$ cat src/rtl/conv_sdo_pkg.sv
package conv_sdo_pkg;
  // Transfer phase of the output shifter
  typedef enum logic [1:0] {
    PH_IDLE  = 2'd0,  // select high, line released
    PH_SHIFT = 2'd1,  // frame bits still pending
    PH_TAIL  = 2'd2   // all frame bits sent, zeros follow
  } sdo_phase_e;
endpackage

$ cat src/rtl/sdo_edge_sync.sv
module sdo_edge_sync #(
  parameter int  STAGES   = 2,
  parameter logic IDLE_LVL = 1'b1
) (
  input  logic clk,
  input  logic rst,
  input  logic async_in,
  output logic level,
  output logic fell
);
  localparam int LAST = STAGES - 1;

  logic [LAST:0] chain;
  logic          prev;

  generate
    if (STAGES == 1) begin : g_single
      always_ff @(posedge clk) begin
        if (rst) chain <= IDLE_LVL;
        else     chain <= async_in;
      end
    end else begin : g_multi
      always_ff @(posedge clk) begin
        if (rst) chain <= {STAGES{IDLE_LVL}};
        else     chain <= {chain[LAST-1:0], async_in};
      end
    end
  endgenerate

  always_ff @(posedge clk) begin
    if (rst) prev <= IDLE_LVL;
    else     prev <= chain[LAST];
  end

  assign level = chain[LAST];
  assign fell  = prev & ~chain[LAST];
endmodule

$ cat src/rtl/sdo_frame_shift.sv
module sdo_frame_shift
  import conv_sdo_pkg::*;
#(
  parameter int RES_W  = 12,
  parameter int LEAD_W = 4,
  parameter int CNT_W  = 5
) (
  input  logic             clk,
  input  logic             rst,
  input  logic             sel_high,
  input  logic             sel_fell,
  input  logic             sck_fell,
  input  logic [RES_W-1:0] result,
  output logic             sdo,
  output logic             sdo_oe,
  output logic [CNT_W-1:0] bit_cnt,
  output sdo_phase_e       phase
);
  localparam int FRAME_W = RES_W + LEAD_W;
  localparam logic [CNT_W-1:0] LAST_CNT = CNT_W'(FRAME_W - 1);
  localparam logic [CNT_W-1:0] FULL_CNT = CNT_W'(FRAME_W);

  logic [FRAME_W-1:0] frame_q;
  logic               oe_q;

  always_ff @(posedge clk) begin
    if (rst || sel_high) begin
      frame_q <= '0;
      oe_q    <= 1'b0;
      bit_cnt <= '0;
      phase   <= PH_IDLE;
    end else if (sel_fell) begin
      frame_q <= {{LEAD_W{1'b0}}, result};
      oe_q    <= 1'b1;
      bit_cnt <= '0;
      phase   <= PH_SHIFT;
    end else if (sck_fell && phase != PH_IDLE) begin
      frame_q <= {frame_q[FRAME_W-2:0], 1'b0};
      if (bit_cnt != FULL_CNT) bit_cnt <= bit_cnt + 1'b1;
      if (phase == PH_SHIFT && bit_cnt == LAST_CNT) phase <= PH_TAIL;
    end
  end

  assign sdo    = frame_q[FRAME_W-1];
  assign sdo_oe = oe_q;
endmodule

$ cat src/rtl/conv_sdo_shifter.sv
module conv_sdo_shifter
  import conv_sdo_pkg::*;
#(
  parameter int RES_W       = 12,
  parameter int LEAD_W      = 4,
  parameter int SYNC_STAGES = 2
) (
  input  logic             clk,
  input  logic             rst,
  input  logic             cs_n,
  input  logic             sclk,
  input  logic [RES_W-1:0] result,
  output logic             sdo,
  output logic             sdo_oe
);
  localparam int FRAME_W = RES_W + LEAD_W;
  localparam int CNT_W   = $clog2(FRAME_W + 1);

  logic             cs_lvl, cs_fell;
  logic             sck_lvl, sck_fell;
  logic [CNT_W-1:0] bit_cnt;
  sdo_phase_e       phase;

  sdo_edge_sync #(.STAGES(SYNC_STAGES), .IDLE_LVL(1'b1)) u_cs_sync (
    .clk(clk), .rst(rst), .async_in(cs_n), .level(cs_lvl), .fell(cs_fell)
  );

  sdo_edge_sync #(.STAGES(SYNC_STAGES), .IDLE_LVL(1'b1)) u_sck_sync (
    .clk(clk), .rst(rst), .async_in(sclk), .level(sck_lvl), .fell(sck_fell)
  );

  sdo_frame_shift #(.RES_W(RES_W), .LEAD_W(LEAD_W), .CNT_W(CNT_W)) u_shift (
    .clk(clk), .rst(rst),
    .sel_high(cs_lvl), .sel_fell(cs_fell), .sck_fell(sck_fell),
    .result(result),
    .sdo(sdo), .sdo_oe(sdo_oe),
    .bit_cnt(bit_cnt), .phase(phase)
  );

  logic unused_ok;
  assign unused_ok = sck_lvl;
endmodule

$ cat config.mk
export PLATFORM = sky130hd
export DESIGN_NAME = conv_sdo_shifter
export DESIGN_NICKNAME = d
export VERILOG_FILES = /design/src/rtl/conv_sdo_pkg.sv /design/src/rtl/sdo_edge_sync.sv /design/src/rtl/sdo_frame_shift.sv /design/src/rtl/conv_sdo_shifter.sv
export SDC_FILE = /design/constraint.sdc
export NUM_CORES = 1
export LEC_CHECK = 0
export BUFFER_PORTS_ARGS = -buffer_cell sky130_fd_sc_hd__buf_2
export CORE_UTILIZATION = 59
export CTS_CLUSTER_SIZE = 28
export DETAILED_ROUTE_END_ITERATION = 10
export PLACE_DENSITY = 0.81
export SETUP_SLACK_MARGIN = 0.1
export SLEW_MARGIN = 20
export SYNTH_ARGS = -nofsm -noshare
export SYNTH_HDL_FRONTEND = slang
export SYNTH_HIERARCHICAL = 1
export SYNTH_SLANG_ARGS = --single-unit
$ cat constraint.sdc
create_clock -name clk -period 2.55 [get_ports clk]
set_input_delay 0.1275 -clock clk [delete_from_list [all_inputs] [get_ports clk]]
set_output_delay 0.1275 -clock clk [all_outputs]
set_load 0.01 [all_outputs]
Word level (Yosys, flattened, before mapping)

Index checks and enable logic that the tools add are counted.

Add/sub/neg operators: 1
Equality and inequality tests: 3
Muxes and demuxes: 5
Bitwise operators: 4
Reduce and logical (&&, ||, !) cells: 10

Operator list:

| cell                                                                   | number |
|---|---|
| 12-bit two-way mux                                                     | 2 |
| 2-bit AND reduction                                                    | 3 |
| 2-bit nonzero test                                                     | 3 |
| 5-bit by 1-bit adder with 5-bit output (second input constant)         | 1 |
| 5-bit by 4-bit equality test with 1-bit output (second input constant) | 1 |
| 5-bit != test (second input constant)                                  | 1 |
| 1-bit two-way mux                                                      | 3 |
| 1-bit bitwise AND                                                      | 2 |
| 2-bit by 1-bit equality test with 1-bit output (second input constant) | 1 |
| 1-bit logical AND                                                      | 2 |
| 1-bit NOT                                                              | 2 |
| 2-bit OR reduction                                                     | 1 |
| 1-bit logical OR                                                       | 1 |

Register bits after elaboration: 30
Bits of input ports: 16
Output and inout port bits: 2
Word-level logic and storage cells: 33

Longest topological paths before layout

Gate-level depths: netlist (run 1).

Word-level depth: 5
Mapped depth: 6

Hierarchy

Netlist (run 1), hierarchy kept.

Modules (own cells, without submodules):

| module          | instances | cells an instance | area an instance (µm²) | seq. area each (µm²) |
|---|---|---|---|---|
| sdo_frame_shift | 1         | 127               | 1077.3                 | 480.5 |
| sdo_edge_sync   | 2         | 7                 | 85.1                   | 60.1 |

Worst setup path after synthesis (run 1)

No wires, ideal clock.

Path kind: reg-to-reg
Start: register u_cs_sync.chain[1]
End: register u_shift.bit_cnt[2]
Setup time: 0.059 ns
Data arrival time: 1.258 ns
Required time: 2.491 ns
Path slack: 1.233 ns
Stages on the path, launching flop included: 6
Path buffers: 1
Period minus slack after synthesis: 1.317 ns
Cells stage by stage: dfxtp_1 nor2b_1 or3_1 buf_2 nor4_2 a31o_1

Cells in the longest elaborated chain, start to end: 3
Elaborated cells between the ends (all ways): 4
Those cells by class: bitwise: 2; reduce/logical: 2

Ends and longest elaborated chain:

| element                      | line                   | source |
|---|---|---|
| from (decl)                  | sdo_edge_sync.sv:13    | `logic [LAST:0] chain;` |
| from (signal assigned)       | sdo_edge_sync.sv:24    | `if (rst) chain <= {STAGES{IDLE_LVL}};` |
| from (signal assigned)       | sdo_edge_sync.sv:25    | `else chain <= {chain[LAST-1:0], async_in};` |
| 1-bit NOT                    | sdo_edge_sync.sv:36    | `assign fell = prev & ~chain[LAST];` |
| 1-bit bitwise AND            | sdo_edge_sync.sv:36    |  |
| named net cs_fell            | conv_sdo_shifter.sv:19 | `logic cs_lvl, cs_fell;` |
| 2-bit OR reduction (no line) | --                     |  |
| to (signal assigned)         | sdo_frame_shift.sv:39  | `if (bit_cnt != FULL_CNT) bit_cnt <= bit_cnt + 1'b1;` |
| to (decl)                    | sdo_frame_shift.sv:16  | `output logic [CNT_W-1:0] bit_cnt,` |

The timed path passes the listed nets, and every way through them passes these cells.
A chain may end at the register's enable or synchronous reset.

Worst setup path in the final report (run 1)

Start: register u_sck_sync.prev
End: register u_shift.frame_q[5]

Cells in the longest elaborated chain, start to end: 3

Ends and longest elaborated chain:

| element                      | line                   | source |
|---|---|---|
| from (decl)                  | sdo_edge_sync.sv:14    | `logic prev;` |
| from (signal assigned)       | sdo_edge_sync.sv:32    | `else prev <= chain[LAST];` |
| 1-bit bitwise AND            | sdo_edge_sync.sv:36    |  |
| named net sck_fell           | conv_sdo_shifter.sv:20 | `logic sck_lvl, sck_fell;` |
| 1-bit logical AND            | sdo_frame_shift.sv:37  | `end else if (sck_fell && phase != PH_IDLE) begin` |
| 2-bit nonzero test (no line) | --                     |  |
| to (signal assigned)         | sdo_frame_shift.sv:33  | `frame_q <= {{LEAD_W{1'b0}}, result};` |
| to (signal assigned)         | sdo_frame_shift.sv:38  | `frame_q <= {frame_q[FRAME_W-2:0], 1'b0};` |
| to (decl)                    | sdo_frame_shift.sv:23  | `logic [FRAME_W-1:0] frame_q;` |

The timed path passes the listed nets, and every way through them passes these cells.

==> run metrics, run 1 <==
drt pass-1 iters 4; Seq cells post-synth 30; Synth Area in Compound Gates between 8 and 9%; routed wire length per instance 11.5 microns; # rows 16; Fillers about 160; GRT overflow 0; largest net degree at the start of global routing 39; Placement Setup Slack approximately 0.93 ns; relative slew slack 64.8%; die area 2300 sq um; synth warn 6; number of routed nets with antenna violations 0; Setup crit end kind flop; setup bufs post-CTS 0; Placer Congestion a little under 0.8; clock buffer depth 2; clk_skew 0.00530 ns; starting density of the core 62.9%; largest family of logic cells by synthesized area simple AND/OR/NAND/NOR gates; multiplexer share of the synthesized area 0%; cts repair resizes 0; asr flop ratio synth 0%; multi-input logic area 582 sq um; CP required ~2.8 ns; number of vias per cell 5.52; startpoint type of the worst setup path flop; TNS Setup 0 ns; Residual DRC 0; Max-Cap Viols 0; register area share after synthesis about half; height of the die 48.0 microns; fmax about 600 MHz; Final period util 63.5%; number of cells on the worst hold path 3; Via Count 1032; first-pass GRT wire length about 3100 microns; Final #Nets 178; final setup fails 0; Post-Synth Simple-Gate Area 35.3%; Netlist cell types 30; Final Max Tran Viols 0; HPWL after detailed placement ~1500 microns; number of diodes 0; RSZ-0062 raised after global routing no; R2R depth 4; Synth area leaders dfxtp_1, nor3_1, nor2b_1; worst setup margin 0.932 ns; Root Driver clkbuf_4; Tmin final 1.62 ns; CP Data Arrival Time 1.84 ns; mean post-synth cell area 8.85 sq um; number of global-route vias before repair approximately 750; # hold bufs at CTS 2; CTS tree done; gr usage total 20.6%; Synth Area in Adders 3.01%; cell area after synthesis 1250 sq um; clock latency on the worst-skew pair 0.32 ns; Leak Pwr 0.000512 uW; Main synth FF type dfxtp_1; CP Max Fanout 16; core area around 2000 sq um; Syn Inst Count 141; run status finished clean; Final Hold Violating Endpoints 0; Worst-path clk slew around 0.09 ns; Die Wd 48.0 microns; layout cells sized above 1 18.8%; H-tree depth 2; antenna violations before repair 0; CTS Buf Count 5; XOR/XNOR Fraction of Synth Area 0%; critical setup path kind flop to flop; HP Class input pin to flop; drt initial violations 31; Pwr per Cell Area between 500 and 600 nW/um^2; IO Pins 18; port bufs 17; Area growth syn-to-layout 12.8%; largest area contributor in the netlist dfxtp_1; pin slew with the least headroom to its limit 0.528 ns; CTS sink cnt 30; Yosys top cell area share between 40% and 50%; register area 601 sq um; synthesized net count 160; number of flops mapped to enable cells by yosys 0; Max VDD drop around 0.52 mV; Post-Route WL roughly 2200 microns
[power by group]
part | leakage (uW) | switching [uW] | internal, uW | total, uW
Clock | 0.0000353 | 153 | 133 | 287
Combinational | 0.000234 | 19.0 | 20.8 | 39.8
Sequential | 0.000243 | 2.20 | 473 | 475
[synthesized netlist by cell type, types with 2 or more instances]
master    instances
nor2_1            5
or2_1             6
clkbuf_1          2
inv_1             3
buf_2             6
dfxtp_1          30
nor4_1           11
or3_1             3
nor2b_1          13
nand3b_1          2
o21ai_0           2
nand2_1           9
nor3_1           23
ha_1              3
a21oi_1           8
[cells in the final DEF (no fill, tap or decap), types with 2 or more instances in the layout]
master	n
buf_4	2
dlygate4sd3_1	2
or3_1	3
inv_1	3
nor4_1	11
a21oi_1	8
buf_2	17
nor2_1	5
nand3b_1	2
nand2_1	9
dfxtp_1	30
ha_1	3
nor2b_1	12
or2_1	6
o21ai_0	2
clkbuf_4	5
nor3_1	23
[per-stage QoR]
stage | instance area, sq um | hold slack [ns] | total power, uW | utilization, % | std cells
after CTS | 1410 | 0.0302 | 818 | 71.0 | 187
after global placement | 1330 | 0.303 | 523 | 67.0 | 177
final | 1410 | 0.0554 | 802 | 71.0 | 187
after floorplan | 1250 | 0.225 | 509 | - | 141
after detailed placement | 1330 | 0.309 | 524 | 67.0 | 177
after global routing | 1410 | 0.0549 | 847 | 71.0 | 187
[sequential cells by signal (all words and copies together), names as in the netlist]
signal	flops
u_shift/bit_cnt	5
u_sck_sync/chain	2
u_shift/phase	2
u_shift/frame_q	16
u_cs_sync/chain	2
u_shift/sdo_oe	1
u_cs_sync/prev	1
u_sck_sync/prev	1
[layout make-up]
cell class | instances | share of cell area, %
Timing Repair Buffer | 21 | 8.53
Clock buffer | 7 | 3.91
Multi-Input combinational cell | 98 | 41.3
Tap cell | 27 | 2.40
Clock inverter | 1 | 0.356
Inverter | 3 | 0.800
Sequential cell | 30 | 42.7
[worst paths after layout]
path,slack (ns),start,to
worst min-delay path,0.06,result[0],u_shift/frame_q[0]$_SDFFE_PP0P_
worst min register to register,0.41,u_sck_sync/chain[0]$_SDFF_PP1_,u_sck_sync/chain[1]$_SDFF_PP1_
worst max register to register,0.93,u_sck_sync/prev$_SDFF_PP1_,u_shift/frame_q[5]$_SDFFE_PP0P_
worst max-delay path,0.93,u_sck_sync/prev$_SDFF_PP1_,u_shift/frame_q[5]$_SDFFE_PP0P_
[layer usage]
| layer | wire (microns) | global-route usage [%] |
|---|---|---|
| met1 | 1000 | 25.2 |
| met2 | 1040 | 31.6 |
| met3 | 94 | 10.2 |
| met4 | 18 | 6.67 |
| met5 | 0 | 0 |
[logic make-up (layout without fill, tap and decap cells)]
kind of cell,after synthesis,in the layout
DFF,30,30
and+or+nand+nor,78,78
buffers and inverters,13,32
adders and majority gates,3,3
AOI/OAI and AO/OA,17,17
[worst max-delay path: stages (launching register included)]
cell,delay [ns]
dfxtp_1,0.31
nor2b_1,0.30
o21a_1,0.52
nor3_1,0.09
nor4_1,0.30
(Power assumes the default switching activity.)
==> run 2, diff against run 1 <==
--- a/config.mk
+++ b/config.mk
@@ -5,11 +5,12 @@
 export SDC_FILE = /design/constraint.sdc
 export NUM_CORES = 1
 export LEC_CHECK = 0
+export ABC_AREA = 1
 export BUFFER_PORTS_ARGS = -buffer_cell sky130_fd_sc_hd__buf_2
-export CORE_UTILIZATION = 59
+export CORE_UTILIZATION = 55
 export CTS_CLUSTER_SIZE = 28
 export DETAILED_ROUTE_END_ITERATION = 10
-export PLACE_DENSITY = 0.81
+export PLACE_DENSITY = 0.76
 export SETUP_SLACK_MARGIN = 0.1
 export SLEW_MARGIN = 20
 export SYNTH_ARGS = -nofsm -noshare
==> constraint.sdc (replaced) <==
create_clock -name clk -period 1.66 [get_ports clk]
set_input_delay 0.083 -clock clk [delete_from_list [all_inputs] [get_ports clk]]
set_output_delay 0.083 -clock clk [all_outputs]
set_load 0.01 [all_outputs]
==> run metrics, run 2 <==
Max-Cap Viols 0 (unchanged); Max VDD drop 0.675 mV (+29%); Seq cells post-synth 30 (unchanged); metal2 WL 1250 microns (+20%); asr flop ratio synth 0% (unchanged); number of flops mapped to enable cells by yosys 0 (unchanged); Worst-path clk slew 0.10 ns (about the same); final setup fails 0 (unchanged); IO Pins 18 (unchanged); CTS tree done; synth warn 6 (unchanged); cells along the critical path inv_1, ha_1, nand2_1, inv_1, nand2_1, nand2_1, o21ai_0, nor2_1; Setup crit end kind flop; height of the die 51.7 microns (+7.7%); # rows 17 (+1); CP Data Arrival Time 1.60 ns (-0.24 ns); setup bufs post-CTS 0 (unchanged); cell mode on critical path nand2_1; Root Driver clkbuf_4; Syn Inst Count 193 (+37%); largest net degree at the start of global routing 38 (-2.6%); highest routed layer met4; count leader, synth nand2_1; H-tree depth 2 (unchanged); Die Wd 51.7 microns (+7.7%); Final #Nets 236 (+33%); Fin Hold WS 0.00679 ns (-0.0486 ns); fmax 724 MHz (+17%); routed wire length per instance 10.4 microns (-9.9%); # hold bufs at CTS 5 (+3); Leak Pwr 0.000622 uW (+22%); mean post-synth cell area 7.03 sq um (-20%); number of routed nets with antenna violations 0 (unchanged); Netlist cell types 20 (-33%); Clk pwr share 36.3% (+0.5 points); max FFs per register 16 (unchanged); layout cells sized above 1 15.6% (-3.2 points); die area 2670 sq um (+16%); Residual DRC 0 (unchanged); relative slew slack 72.5% (+7.6 points); Final period util 83.2% (+20 points); CP Max Fanout 5 (-11); Final Max Tran Viols 0 (unchanged); drt pass-1 iters 5 (+1); cell-internal power 962 uW (+53%); number of global-route vias before repair 1102 (+47%); RSZ-0062 raised after global routing no; commonest non-fill, non-tap cell in the layout nand2_1; Final Hold Violating Endpoints 0 (unchanged); crit path max-delay cell type dfxtp_1; Metal-1 WL 1170 microns (+16%); sw power 287 uW (+65%); synthesized net count 212 (+33%); cts repair resizes 0 (unchanged); routed wl met3 120 microns (+28%); Reg with most FFs u_shift/frame_q; clk_skew 0.0104 ns (+0.00505 ns); sequential share of power 58.3% (-1.0 points); TNS Setup 0 ns (unchanged); CP required 1.88 ns (-0.90 ns); CTS sink cnt 30 (unchanged); largest area contributor in the netlist dfxtp_1; core area 2280 sq um (+15%); drt initial violations 39 (+26%); antenna violations before repair 0 (unchanged); cell area after synthesis 1360 sq um (+8.8%); Fillers 202 (+28%); Yosys top cell area share 44.2% (-3.9 points); first-pass GRT wire length 4390 microns (+40%); startpoint type of the worst setup path flop; number of diodes 0 (unchanged); CTS Buf Count 5 (unchanged); number of vias per cell 4.99 (-9.6%); run status finished clean; HP Class input pin to flop; most frequent cells in the layout nand2_1, inv_1, dfxtp_1; clock buffer depth 2 (unchanged); Main synth FF type dfxtp_1; HPWL after detailed placement 1610 microns (+11%); Via Count 1227 (+19%); Tmin final 1.38 ns (-0.237 ns); gr usage total 22.7% (+2.1 points); Post-Route WL 2550 microns (+19%); delay-heaviest family, CP flip-flops; Area growth syn-to-layout 16.9%; Largest stage delay, worst path 0.41 ns (-0.11 ns); Pwr per Cell Area 787 nW/um^2 (+38%); clock latency on the worst-skew pair 0.32 ns (about the same); starting density of the core 59.6% (-3.3 points); Synth area leaders dfxtp_1, nand2_1, o21ai_0; Placer Congestion 0.932 (+21%); critical setup path kind flop to flop; Largest regs u_shift/frame_q: 16 flops, u_shift/bit_cnt: 5 flops; register area share after synthesis 44.2% (-3.9 points); switching part of the total 23.0% (+1.2 points); crit path buf inv count 2 (+2); list of most frequent post-synthesis cells nand2_1, inv_1, dfxtp_1, o21ai_0, a21oi_1; port bufs 17 (unchanged); pin slew with the least headroom to its limit 0.413 ns (-0.115 ns); power share of the combinational group 5.4% (+0.4 points); GRT overflow 0 (unchanged)
run 2: through the flow:
step	total power (uW)	setup slack, ns	std cells	area (sq um)	utilization (%)
floorplan	776	0.402	193	1360	-
global placement	802	0.335	233	1470	64.7
detailed placement	802	0.317	233	1470	64.7
CTS	1260	0.305	246	1590	69.7
global route	1310	0.168	246	1590	69.7
finish	1250	0.278	246	1590	69.7
run 2: power groups by stage:
stage / clock (uW) / sequential (uW) / combinational [uW]
2_1_floorplan: 0 / 744 / 32.3
3_3_place_gp: 0 / 745 / 57.1
3_5_place_dp: 0 / 745 / 57.7
4_1_cts: 469 / 728 / 67.2
5_1_grt: 507 / 729 / 76.7
6_report: 453 / 728 / 68.0
run 2: final cells by class:
| class | instances | area [sq um] | area share [%] |
|---|---|---|---|
| clock buffer | 6 | 51.3 | 3.23 |
| timing repair buffer | 26 | 178 | 11.2 |
| inverter | 32 | 120 | 7.57 |
| clock inverter | 2 | 12.5 | 0.789 |
| multi-input combinational | 122 | 589 | 37.1 |
| sequential | 30 | 601 | 37.9 |
| tap | 28 | 35.0 | 2.21 |
run 2: final timing paths:
path | startpoint | end | slack [ns] | cells past startpoint
min | result[0] | u_shift/frame_q[0]$_SDFFE_PP0P_ | 0.007 | 3
max reg2reg | u_shift/bit_cnt[0]$_SDFFE_PP0P_ | u_shift/bit_cnt[1]$_SDFFE_PP0P_ | 0.28 | 8
min reg2reg | u_cs_sync/chain[0]$_SDFF_PP1_ | u_cs_sync/chain[1]$_SDFF_PP1_ | 0.41 | 2
max | u_shift/bit_cnt[0]$_SDFFE_PP0P_ | u_shift/bit_cnt[1]$_SDFFE_PP0P_ | 0.28 | 8
run 2: logic make-up (layout without fill, tap and decap cells):
logic type               after synthesis  in the layout  synth area share (%)
buffers and inverters                 41             66                  12.5
adder cells (fa/ha/maj)                3              3                  2.77
AO/OA/AOI/OAI                         48             48                  18.2
AND/OR/NAND/NOR                       71             71                  22.2
flip-flops                            30             30                  44.2
run 2: tightest hold or removal path: stages:
cell and delay (ns):
buf_2 0.09, nand2_1 0.05, a21oi_1 0.06
run 2: metal layers:
layer  track usage [%]  vias up
li1                  -      657
met1              25.8      540
met2              38.3       28
met3              7.02        2
met4              10.8        0
met5                 0        -
